## config.mk

```make
export PLATFORM = sky130hd
export DESIGN_NAME = mhf_filter
export DESIGN_NICKNAME = d
export VERILOG_FILES = /design/src/rtl/mhf_pkg.sv /design/src/rtl/mhf_crc_engine.sv /design/src/rtl/mhf_addr_track.sv /design/src/rtl/mhf_decide.sv /design/src/rtl/mhf_filter.sv
export SDC_FILE = /design/constraint.sdc
export NUM_CORES = 1
export LEC_CHECK = 0
export ABC_CLOCK_PERIOD_IN_PS = 2700
export BUFFER_PORTS_ARGS = -buffer_cell sky130_fd_sc_hd__buf_2
export CAP_MARGIN = 0
export CORE_AREA = 2 2 84 103
export CTS_CLUSTER_DIAMETER = 120
export DETAILED_ROUTE_END_ITERATION = 16
export DIE_AREA = 0 0 86 105
export GPL_TIMING_DRIVEN = 0
export PLACE_DENSITY = 0.8
export SETUP_SLACK_MARGIN = 0.1
export SKIP_LAST_GASP = 1
export SYNTH_ARGS = -nofsm -noshare
export SYNTH_HDL_FRONTEND = slang
export SYNTH_HIERARCHICAL = 1
export SYNTH_SLANG_ARGS = --single-unit
export TNS_END_PERCENT = 5
```

## constraint.sdc

```tcl
create_clock -name clk -period 2.7 [get_ports clk]
set_clock_uncertainty 0.15 [all_clocks]
set_input_delay 0.405 -clock clk [delete_from_list [all_inputs] [get_ports clk]]
set_output_delay 0.405 -clock clk [all_outputs]
set_load 0.01 [all_outputs]
```

## src/rtl/mhf_pkg.sv

```systemverilog
// Package: shared constants and the byte-wide CRC step for the hash filter.
// Assumes bytes are consumed least-significant bit first.
package mhf_pkg;
    localparam int          BYTE_W    = 8;
    localparam int          CRC_W     = 32;
    localparam logic [31:0] CRC_POLY  = 32'hEDB88320;
    localparam logic [31:0] CRC_SEED  = 32'hFFFFFFFF;

    // Advance the reflected CRC by one byte, LSB first.
    function automatic logic [CRC_W-1:0] crc_step_byte(input logic [CRC_W-1:0] c_in,
                                                      input logic [BYTE_W-1:0] d);
        logic [CRC_W-1:0] c;
        logic             fb;
        c = c_in;
        for (int i = 0; i < BYTE_W; i++) begin
            fb = c[0] ^ d[i];
            c  = c >> 1;
            if (fb) c = c ^ CRC_POLY;
        end
        return c;
    endfunction
endpackage

```

## src/rtl/mhf_crc_engine.sv

```systemverilog
// CRC engine: holds the running CRC of the current address.
// It presents the hash of the CRC that includes the byte being loaded this cycle.
// Assumes clear_i has priority over load_i.
module mhf_crc_engine #(
    parameter int HASH_BITS = 6
) (
    input  logic                        clk,
    input  logic                        rst_n,
    input  logic                        clear_i,
    input  logic                        load_i,
    input  logic [mhf_pkg::BYTE_W-1:0]  data_i,
    output logic [HASH_BITS-1:0]        hash_o
);
    import mhf_pkg::*;

    logic [CRC_W-1:0] crc_q;
    logic [CRC_W-1:0] crc_next;

    // Next CRC value with the current byte folded in.
    always_comb crc_next = crc_step_byte(crc_q, data_i);

    assign hash_o = crc_next[CRC_W-1 -: HASH_BITS];

    // Running CRC register: seeded on clear, advanced on each taken byte.
    always_ff @(posedge clk) begin
        if (!rst_n || clear_i) crc_q <= CRC_SEED;
        else if (load_i)       crc_q <= crc_next;
    end


    crc_seed_chk: assert property (@(posedge clk) disable iff (!rst_n)
        clear_i |=> crc_q == CRC_SEED);

    crc_hold_chk: assert property (@(posedge clk) disable iff (!rst_n)
        (!clear_i && !load_i) |=> $stable(crc_q));
endmodule

```

## src/rtl/mhf_addr_track.sv

```systemverilog
// Address tracker: counts taken bytes and keeps running flags for
// station-address match, all-ones match and the multicast marker.
// It presents the flag values that include the current byte.
// Assumes start_i has priority over byte_valid_i.
module mhf_addr_track #(
    parameter int N_BYTES = 6,
    localparam int CNT_W  = $clog2(N_BYTES + 1),
    localparam int ADDR_W = N_BYTES * mhf_pkg::BYTE_W
) (
    input  logic                        clk,
    input  logic                        rst_n,
    input  logic                        start_i,
    input  logic                        byte_valid_i,
    input  logic [mhf_pkg::BYTE_W-1:0]  byte_i,
    input  logic [ADDR_W-1:0]           station_i,
    output logic                        take_o,
    output logic                        last_o,
    output logic                        uni_next_o,
    output logic                        bc_next_o,
    output logic                        mc_next_o
);
    import mhf_pkg::*;

    localparam logic [CNT_W-1:0] FULL = CNT_W'(N_BYTES);
    localparam logic [CNT_W-1:0] LAST = CNT_W'(N_BYTES - 1);

    logic [CNT_W-1:0]  cnt_q;
    logic              uni_q, bc_q, mc_q;
    logic [BYTE_W-1:0] exp_byte;

    // Station byte expected at the current position.
    always_comb begin
        exp_byte = '0;
        for (int i = 0; i < N_BYTES; i++)
            if (cnt_q == CNT_W'(i)) exp_byte = station_i[i*BYTE_W +: BYTE_W];
    end

    // Byte acceptance and the flag values that include this byte.
    always_comb begin
        take_o     = byte_valid_i && !start_i && (cnt_q < FULL);
        last_o     = take_o && (cnt_q == LAST);
        uni_next_o = uni_q && (byte_i == exp_byte);
        bc_next_o  = bc_q && (byte_i == {BYTE_W{1'b1}});
        mc_next_o  = (cnt_q == '0) ? byte_i[0] : mc_q;
    end

    // Count and flag registers, restarted by start_i.
    always_ff @(posedge clk) begin
        if (!rst_n || start_i) begin
            cnt_q <= '0;
            uni_q <= 1'b1;
            bc_q  <= 1'b1;
            mc_q  <= 1'b0;
        end else if (take_o) begin
            cnt_q <= cnt_q + 1'b1;
            uni_q <= uni_next_o;
            bc_q  <= bc_next_o;
            mc_q  <= mc_next_o;
        end
    end


    cnt_bound_chk: assert property (@(posedge clk) disable iff (!rst_n)
        cnt_q <= FULL);

    start_restart_chk: assert property (@(posedge clk) disable iff (!rst_n)
        start_i |=> cnt_q == '0);

    full_freeze_chk: assert property (@(posedge clk) disable iff (!rst_n)
        (cnt_q == FULL && !start_i) |=> cnt_q == FULL);
endmodule

```

## src/rtl/mhf_decide.sv

```systemverilog
// Decision stage: combines the flags, promiscuous control and the hash-selected
// filter bit. It registers the accept result and a one-cycle valid strobe.
// Assumes done_i is high for exactly one cycle per address.
module mhf_decide #(
    parameter int HASH_BITS = 6,
    parameter int WORD_W    = 16,
    localparam int FILT_W   = 1 << HASH_BITS,
    localparam int BIT_SEL  = $clog2(WORD_W)
) (
    input  logic                  clk,
    input  logic                  rst_n,
    input  logic                  done_i,
    input  logic                  promisc_i,
    input  logic                  uni_i,
    input  logic                  bc_i,
    input  logic                  mc_i,
    input  logic [FILT_W-1:0]     filter_i,
    input  logic [HASH_BITS-1:0]  hash_i,
    output logic                  valid_o,
    output logic                  accept_o
);
    logic [WORD_W-1:0] word_sel;
    logic              hash_hit;
    logic              verdict;

    // Pick the filter word from the upper hash bits, then the bit from the lower.
    always_comb begin
        word_sel = filter_i[hash_i[HASH_BITS-1:BIT_SEL] * WORD_W +: WORD_W];
        hash_hit = word_sel[hash_i[BIT_SEL-1:0]];
        verdict  = promisc_i || bc_i || (mc_i ? hash_hit : uni_i);
    end

    // Decision register and strobe; accept_o holds between decisions.
    always_ff @(posedge clk) begin
        if (!rst_n) begin
            valid_o  <= 1'b0;
            accept_o <= 1'b0;
        end else begin
            valid_o <= done_i;
            if (done_i) accept_o <= verdict;
        end
    end


    valid_pulse_chk: assert property (@(posedge clk) disable iff (!rst_n)
        valid_o |=> !valid_o);

    valid_follows_chk: assert property (@(posedge clk) disable iff (!rst_n)
        done_i |=> valid_o);

    promisc_accept_chk: assert property (@(posedge clk) disable iff (!rst_n)
        (done_i && promisc_i) |=> accept_o);

    bcast_accept_chk: assert property (@(posedge clk) disable iff (!rst_n)
        (done_i && bc_i) |=> accept_o);

    accept_hold_chk: assert property (@(posedge clk) disable iff (!rst_n)
        !done_i |=> $stable(accept_o));
endmodule

```

## src/rtl/mhf_filter.sv

```systemverilog
// Top: destination-address filter. Streams six address bytes through a CRC
// hash, a station-address comparator and a broadcast detector, then issues one
// accept decision. Assumes start_i precedes every address.
module mhf_filter #(
    parameter int N_BYTES   = 6,
    parameter int HASH_BITS = 6,
    parameter int WORD_W    = 16,
    localparam int ADDR_W   = N_BYTES * mhf_pkg::BYTE_W,
    localparam int FILT_W   = 1 << HASH_BITS
) (
    input  logic                        clk,
    input  logic                        rst_n,
    input  logic                        start_i,
    input  logic                        byte_valid_i,
    input  logic [mhf_pkg::BYTE_W-1:0]  byte_i,
    input  logic                        promisc_i,
    input  logic [ADDR_W-1:0]           station_addr_i,
    input  logic [FILT_W-1:0]           filter_i,
    output logic                        accept_valid_o,
    output logic                        accept_o
);
    logic                 take, last, uni_n, bc_n, mc_n;
    logic [HASH_BITS-1:0] hash;

    mhf_addr_track #(.N_BYTES(N_BYTES)) u_track (
        .clk(clk), .rst_n(rst_n), .start_i(start_i),
        .byte_valid_i(byte_valid_i), .byte_i(byte_i), .station_i(station_addr_i),
        .take_o(take), .last_o(last), .uni_next_o(uni_n),
        .bc_next_o(bc_n), .mc_next_o(mc_n)
    );

    mhf_crc_engine #(.HASH_BITS(HASH_BITS)) u_crc (
        .clk(clk), .rst_n(rst_n), .clear_i(start_i), .load_i(take),
        .data_i(byte_i), .hash_o(hash)
    );

    mhf_decide #(.HASH_BITS(HASH_BITS), .WORD_W(WORD_W)) u_decide (
        .clk(clk), .rst_n(rst_n), .done_i(last), .promisc_i(promisc_i),
        .uni_i(uni_n), .bc_i(bc_n), .mc_i(mc_n), .filter_i(filter_i),
        .hash_i(hash), .valid_o(accept_valid_o), .accept_o(accept_o)
    );
endmodule

```

# == After elaboration in Yosys (flattened, before gate mapping) ==
# Cells that the tools add are included.
# totals
regBits,40
wordCells,63
# classes
add_sub_neg,1
n_lt_le_gt_ge,2
n_eq_ne,7
shift,1
n_mux,18
bitwise_logic,16
reduce_logical,11
# op_table
op,n
two-way mux 32 bit,8
NOT 13 -> 14 bit,8
variable part select 64 x 7 -> 16 bit,1
two-way mux 8 bit,6
== test 8 bit,1
== test 8 bit (second input constant),1
bitwise XOR 1 bit,8
== test 3 x 2 -> 1 bit (second input constant),2
== test 3 bit (second input constant),2
logical AND 1 bit,5
less-than comparator 4 x 5 -> 1 bit (second input constant),1
binary-select mux 1 bit (select 4 bit),1
adder 3 x 1 -> 3 bit (second input constant),1
== test 3 x 1 -> 1 bit (second input constant),1
logical NOT 3 bit,1
logical OR 1 bit,3
less-than comparator 3 bit (second input constant),1
two-way mux 1 bit,3
logical NOT 1 bit,2

# == Logic depth before layout (Yosys ltp) ==
# depth
ltp_word,21
mapped_depth,14
depth_no_buf,12

# == Modules after synthesis ==
# The synthesis kept the hierarchy.
# by_module_without_submodules
mod,instances,cells_each,area_each_um2,seq_area_each_um2
mhf_crc_engine,1,203,1903.1,640.6
mhf_addr_track,1,136,1001.0,120.1
mhf_decide,1,65,716.9,40.0

# == Least setup slack after synthesis ==
# OpenSTA, ideal clock, no wires.
# synth_timing
kind,input to register
startpoint,in byte_i[0] (netlist bit)
endpoint,reg u_decide.accept_o
setup_ps,134
arrival_ps,2525
t_required_ps,2416
slack_ps,-109
cell_stages,11
path_buffers,2
path_cell_list,xnor2_2 xnor2_2 xor2_2 xnor2_1 buf_4 buf_6 mux4_2 nor2_1 a211oi_1 o31ai_1 o311ai_1
# synth_via
elab_chain_len,16
word_cells_on_any_way,22
# synth_lines
element,line_no,text
start: declaration,mhf_filter.sv:15,"input logic [mhf_pkg::BYTE_W-1:0] byte_i,"
bitwise XOR 1 bit *,mhf_pkg.sv:16,fb = c[0] ^ d[i];
two-way mux 32 bit * (6 in a row),mhf_pkg.sv:18,if (fb) c = c ^ CRC_POLY;
bitwise XOR 1 bit *,mhf_pkg.sv:16,
two-way mux 32 bit *,mhf_pkg.sv:18,
NOT 13 -> 14 bit (no line),--,
two-way mux 32 bit *,mhf_pkg.sv:18,
net u_crc.crc_next[30],mhf_crc_engine.sv:17,logic [CRC_W-1:0] crc_next;
variable part select 64 x 7 -> 16 bit *,mhf_decide.sv:28,word_sel = filter_i[hash_i[HASH_BITS-1:BIT_SEL] * WORD_W +: WORD_W];
binary-select mux 1 bit (select 4 bit) *,mhf_decide.sv:29,hash_hit = word_sel[hash_i[BIT_SEL-1:0]];
two-way mux 1 bit (not written as such) *,mhf_decide.sv:29,
two-way mux 1 bit *,mhf_decide.sv:30,verdict = promisc_i || bc_i || (mc_i ? hash_hit : uni_i);
logical OR 1 bit *,mhf_decide.sv:30,
end signal: assignment,mhf_decide.sv:40,if (done_i) accept_o <= verdict;
end: declaration,mhf_decide.sv:20,output logic accept_o
# Mark *: on every way through the listed nets, which the timed path passes. The rest lies on a longest branch. The select of a mux whose other input is x is not followed.
# A chain may end at the register's enable or synchronous reset.

# == Worst setup path in the final report ==
# layout_timing
startpoint,reg u_crc.crc_q[0]
endpoint,reg u_decide.accept_o
# layout_via
elab_chain_len,16
# layout_lines
element,line_no,text
start: declaration,mhf_crc_engine.sv:16,logic [CRC_W-1:0] crc_q;
start signal: assignment,mhf_crc_engine.sv:27,else if (load_i) crc_q <= crc_next;
bitwise XOR 1 bit *,mhf_pkg.sv:16,
two-way mux 32 bit * (6 in a row),mhf_pkg.sv:18,
bitwise XOR 1 bit *,mhf_pkg.sv:16,
two-way mux 32 bit *,mhf_pkg.sv:18,
NOT 13 -> 14 bit (no line),--,
two-way mux 32 bit *,mhf_pkg.sv:18,
net u_crc.crc_next[30],mhf_crc_engine.sv:17,
variable part select 64 x 7 -> 16 bit *,mhf_decide.sv:28,
binary-select mux 1 bit (select 4 bit) *,mhf_decide.sv:29,
two-way mux 1 bit (not written as such) *,mhf_decide.sv:29,
two-way mux 1 bit *,mhf_decide.sv:30,
logical OR 1 bit *,mhf_decide.sv:30,
# Marks and branches as above.

==> summary.md <==
| Metric | Value |
|---|---|
| Initial antenna violation count | 0 |
| Final period utilization | 104% |
| Total gr overflow | 0 |
| Starting density of the core | a little under half |
| Failing checks | setup timing |
| CTS H-tree depth | 2 |
| Crit path buf inv count | 3 |
| FF-to-FF setup slack | -0.12 ns |
| Total Power | 0.00264 W |
| Worst hold path startpoint | rst_n |
| Vias | ~3,700 |
| Post-Synthesis Cells | around 400 |
| Fin cells | 658 |
| Port Buffer Count | between 100 and 150 |
| Critical Path Source Type | register |
| Power per cell area | between 500 and 600 nW/um2 |
| Post-DP HPWL | a little over 8000 um |
| CP max FO | 6 |
| CTS tree | built |
| Largest buffer count on any clock path | 2 |
| Synth Warn # | 6 |
| Drt pass-1 iters | 5 |
| Ant. Diodes | 0 |
| WL final | about 11,000 um |
| Largest net degree at the start of global routing | 15 |
| VDD IR-drop max | roughly 0.46 mV |
| Clock transition at path regs | ~0.09 ns |
| Area after DPL | about 4400 um2 |
| First-pass GRT wire length | approximately 17,000 um |
| Setup crit end kind | register |
| Die area | between 9000 and 10,000 um2 |
| Crit path max-delay family | XOR/XNOR gates |
| # setup viols final | 1 |
| Final min period | 2.82 ns |
| Final Util | approximately 62% |
| Cell Chain, Critical Path | xnor2_4 -> xnor2_4 -> xor2_2 -> xnor2_2 -> buf_4 -> buf_8 -> buf_4 -> nor2b_1 -> a2111oi_0 -> nor3_1 -> o31ai_2 -> o311ai_1 |
| WP data required | 2.73 ns |
| Largest stage delay, worst path | roughly 0.41 ns |
| CP max stage cell | a2111oi_0 |
| Min-Delay Endpoint | u_decide/valid_o |
| WS Path Type | reg2reg |
| Cell area after layout | 4950 um2 |
| Slew @ Worst Pin | about 0.67 ns |
| Final Hold Fails | 0 |
| R2r endpoint | u_decide/accept_o |
| Die W | 86 um |
| Die Y | approximately 110 um |
| Fraction of layout cells with a size suffix above 1 | a little over two fifths |
| Area Overhead vs Synth | 36.6% |
| Synthesized area | roughly 3600 um2 |
| Hold_buf cts | 0 |
| Post-Place Cells | roughly 630 |
| Status | complete, but fails checks |
| Final net count | slightly below 700 |
| Worst setup slack after layout | -0.120 ns |
| Placement Rows | 36 |
| Flops & latches, synth | 40 |
| Total GRT Usage | 23.3% |
| R2R Path Start | u_crc/crc_q[0] |
| CTS sink cnt | 40 |
| Max-slew violations | 0 |
| # DRC | 0 |
| Top_reg_cell synth | dfxtp_1 |
| Avg WL per Cell | ~17 um |
| Worst R2R Path Depth | 12 |
| Slew HR | between 50% and 60% |
| Most common cell after layout, fill and taps aside | buf_2 |
| Worst-Skew Late Latency | between 0.3 and 0.4 ns |
| Vias in the first global route | 3,801 |
| Hold WC Path Type | in2reg |
| Post-Syn Nets | approximately 530 |
| Post-synth EDFFs | 0 |
| Hold_ws | 0.230 ns |
| RSZ-0062 raised after global routing | yes |
| Root buf cell | clkbuf_8 |
| Commonest non-fill, non-tap cells in the layout | buf_2, xnor2_1, nor2_1, buf_4, dfxtp_1 |
| Io pins | approximately 130 |
| DR iter-0 viols | roughly 210 |
| Syn avg cell area | ~9 um2 |
| Critical path data arrival time | 2.85 ns |
| CTS buffer count | 5 |
| Core area | roughly 8000 um2 |
| Antenna Violating Nets Remaining | 0 |
| Sequential share of the synthesized area | 22.1% |
| Asr flop ratio synth | 0% |
| Hold depth | 2 |
| Achievable Freq | about 350 MHz |
| Pleak | around 2.1 nW |
| Number of max-cap violations | 0 |
| Vias per cell | roughly 5.7 |
| GP Congestion | around 1 |
| Number of distinct library cells after synthesis | 73 |
## cells in the mapped netlist (all sizes together), types with 2 or more instances
cell    instances  area [um2]
and3            2        12.5
and2b           2        15.0
inv            14        52.6
a221oi          7        61.3
mux4           13         312
nand4           2        12.5
or3             2        12.5
o211ai          3        22.5
o31ai           3        22.5
xor2           19         174
o311ai          3        26.3
ha              5        62.6
nor3           16        80.1
nor2           35         131
mux2i          10         100
nand2b          6        37.5
and2            3        18.8
or2             2        12.5
a211o           2        17.5
o22ai           3        18.8
o21ai          29         153
buf            24         183
xnor2          53         573
nor4            2        18.8
a211oi          3        22.5
nand3           4        20.0
nand2          24        90.1
nor2b           7        43.8
a2111o          2        22.5
a311o           2        20.0
o21a            2        15.0
clkbuf          7        26.3
o31a            3        26.3
dfxtp          40         801
o311a           2        20.0
a22oi           2        15.0
a311oi          3        32.5
a21oi          19        98.9
nand3b          6        45.0
## area by class of cell
type / instances / area [um2]
inverter: 14 / 55.1
tap: 95 / 119
multi-input combinational: 319 / 2760
timing repair buffer: 153 / 848
buffer: 29 / 224
fill: 680 / 3030
clock buffer: 5 / 68.8
clock inverter: 3 / 46.3
sequential: 40 / 823
## per-stage QoR
stage | setup WS [ns] | setup TNS [ns]
finish | -0.120 | -0.120
global route | -0.274 | -0.357
CTS | -0.0762 | -0.0762
detailed placement | -0.593 | -0.709
global placement | -0.505 | -0.590
floorplan | -0.0177 | -0.0177
## routing by layer
metal | GRT usage, % | part of all wire (%)
met2 | 45.9 | 54
met5 | 0 | 0
met3 | 3.24 | 7.4
met4 | 7.14 | 2.8
met1 | 24.6 | 36
## logic make-up after synthesis
| logic type | after synthesis | synth area share, % |
|---|---|---|
| adders and majority gates | 5 | 1.73 |
| xor gates and xnor gates | 74 | 21.9 |
| buffers and inverters | 45 | 7.22 |
| AOI/OAI and AO/OA | 99 | 19.2 |
| muxes | 23 | 11.4 |
| and+or+nand+nor | 118 | 16.4 |
| DFF | 40 | 22.1 |
## state kept, by name, summed over array words and instances (netlist names)
name and cells:
u_track/uni_q 1, u_track/cnt_q 3, u_decide/accept_o 1, u_track/bc_q 1, u_decide/valid_o 1, u_crc/crc_q 32, u_track/mc_q 1
## report_power, final
| group | switching, W | internal [W] | total (W) | leakage (nW) |
|---|---|---|---|---|
| combinational | 0.000704 | 0.000796 | 0.00150 | 1.71 |
| sequential | 0.0000228 | 0.000612 | 0.000634 | 0.327 |
| clock | 0.000227 | 0.000278 | 0.000506 | 0.0548 |
## how the worst max path moves through the flow
stage | startpoint | end | cells past startpoint
floorplan | byte_i[1] | u_decide/accept_o | 11
global placement | byte_i[2] | u_decide/accept_o | 12
detailed placement | byte_i[2] | u_decide/accept_o | 12
CTS | u_crc/crc_q[1] | u_decide/accept_o | 11
global route | u_crc/crc_q[0] | u_decide/accept_o | 12
finish | u_crc/crc_q[0] | u_decide/accept_o | 12
## what timing repair did
item / in CTS / in global routing
gates resized for setup: 24 / 29
setup buffers: 17 / 8
cloned: 0 / 2
endpoints found under the setup margin: 2 / 4
pin swaps: 13 / 15
No activity file was read; power rests on OpenSTA's default activity.
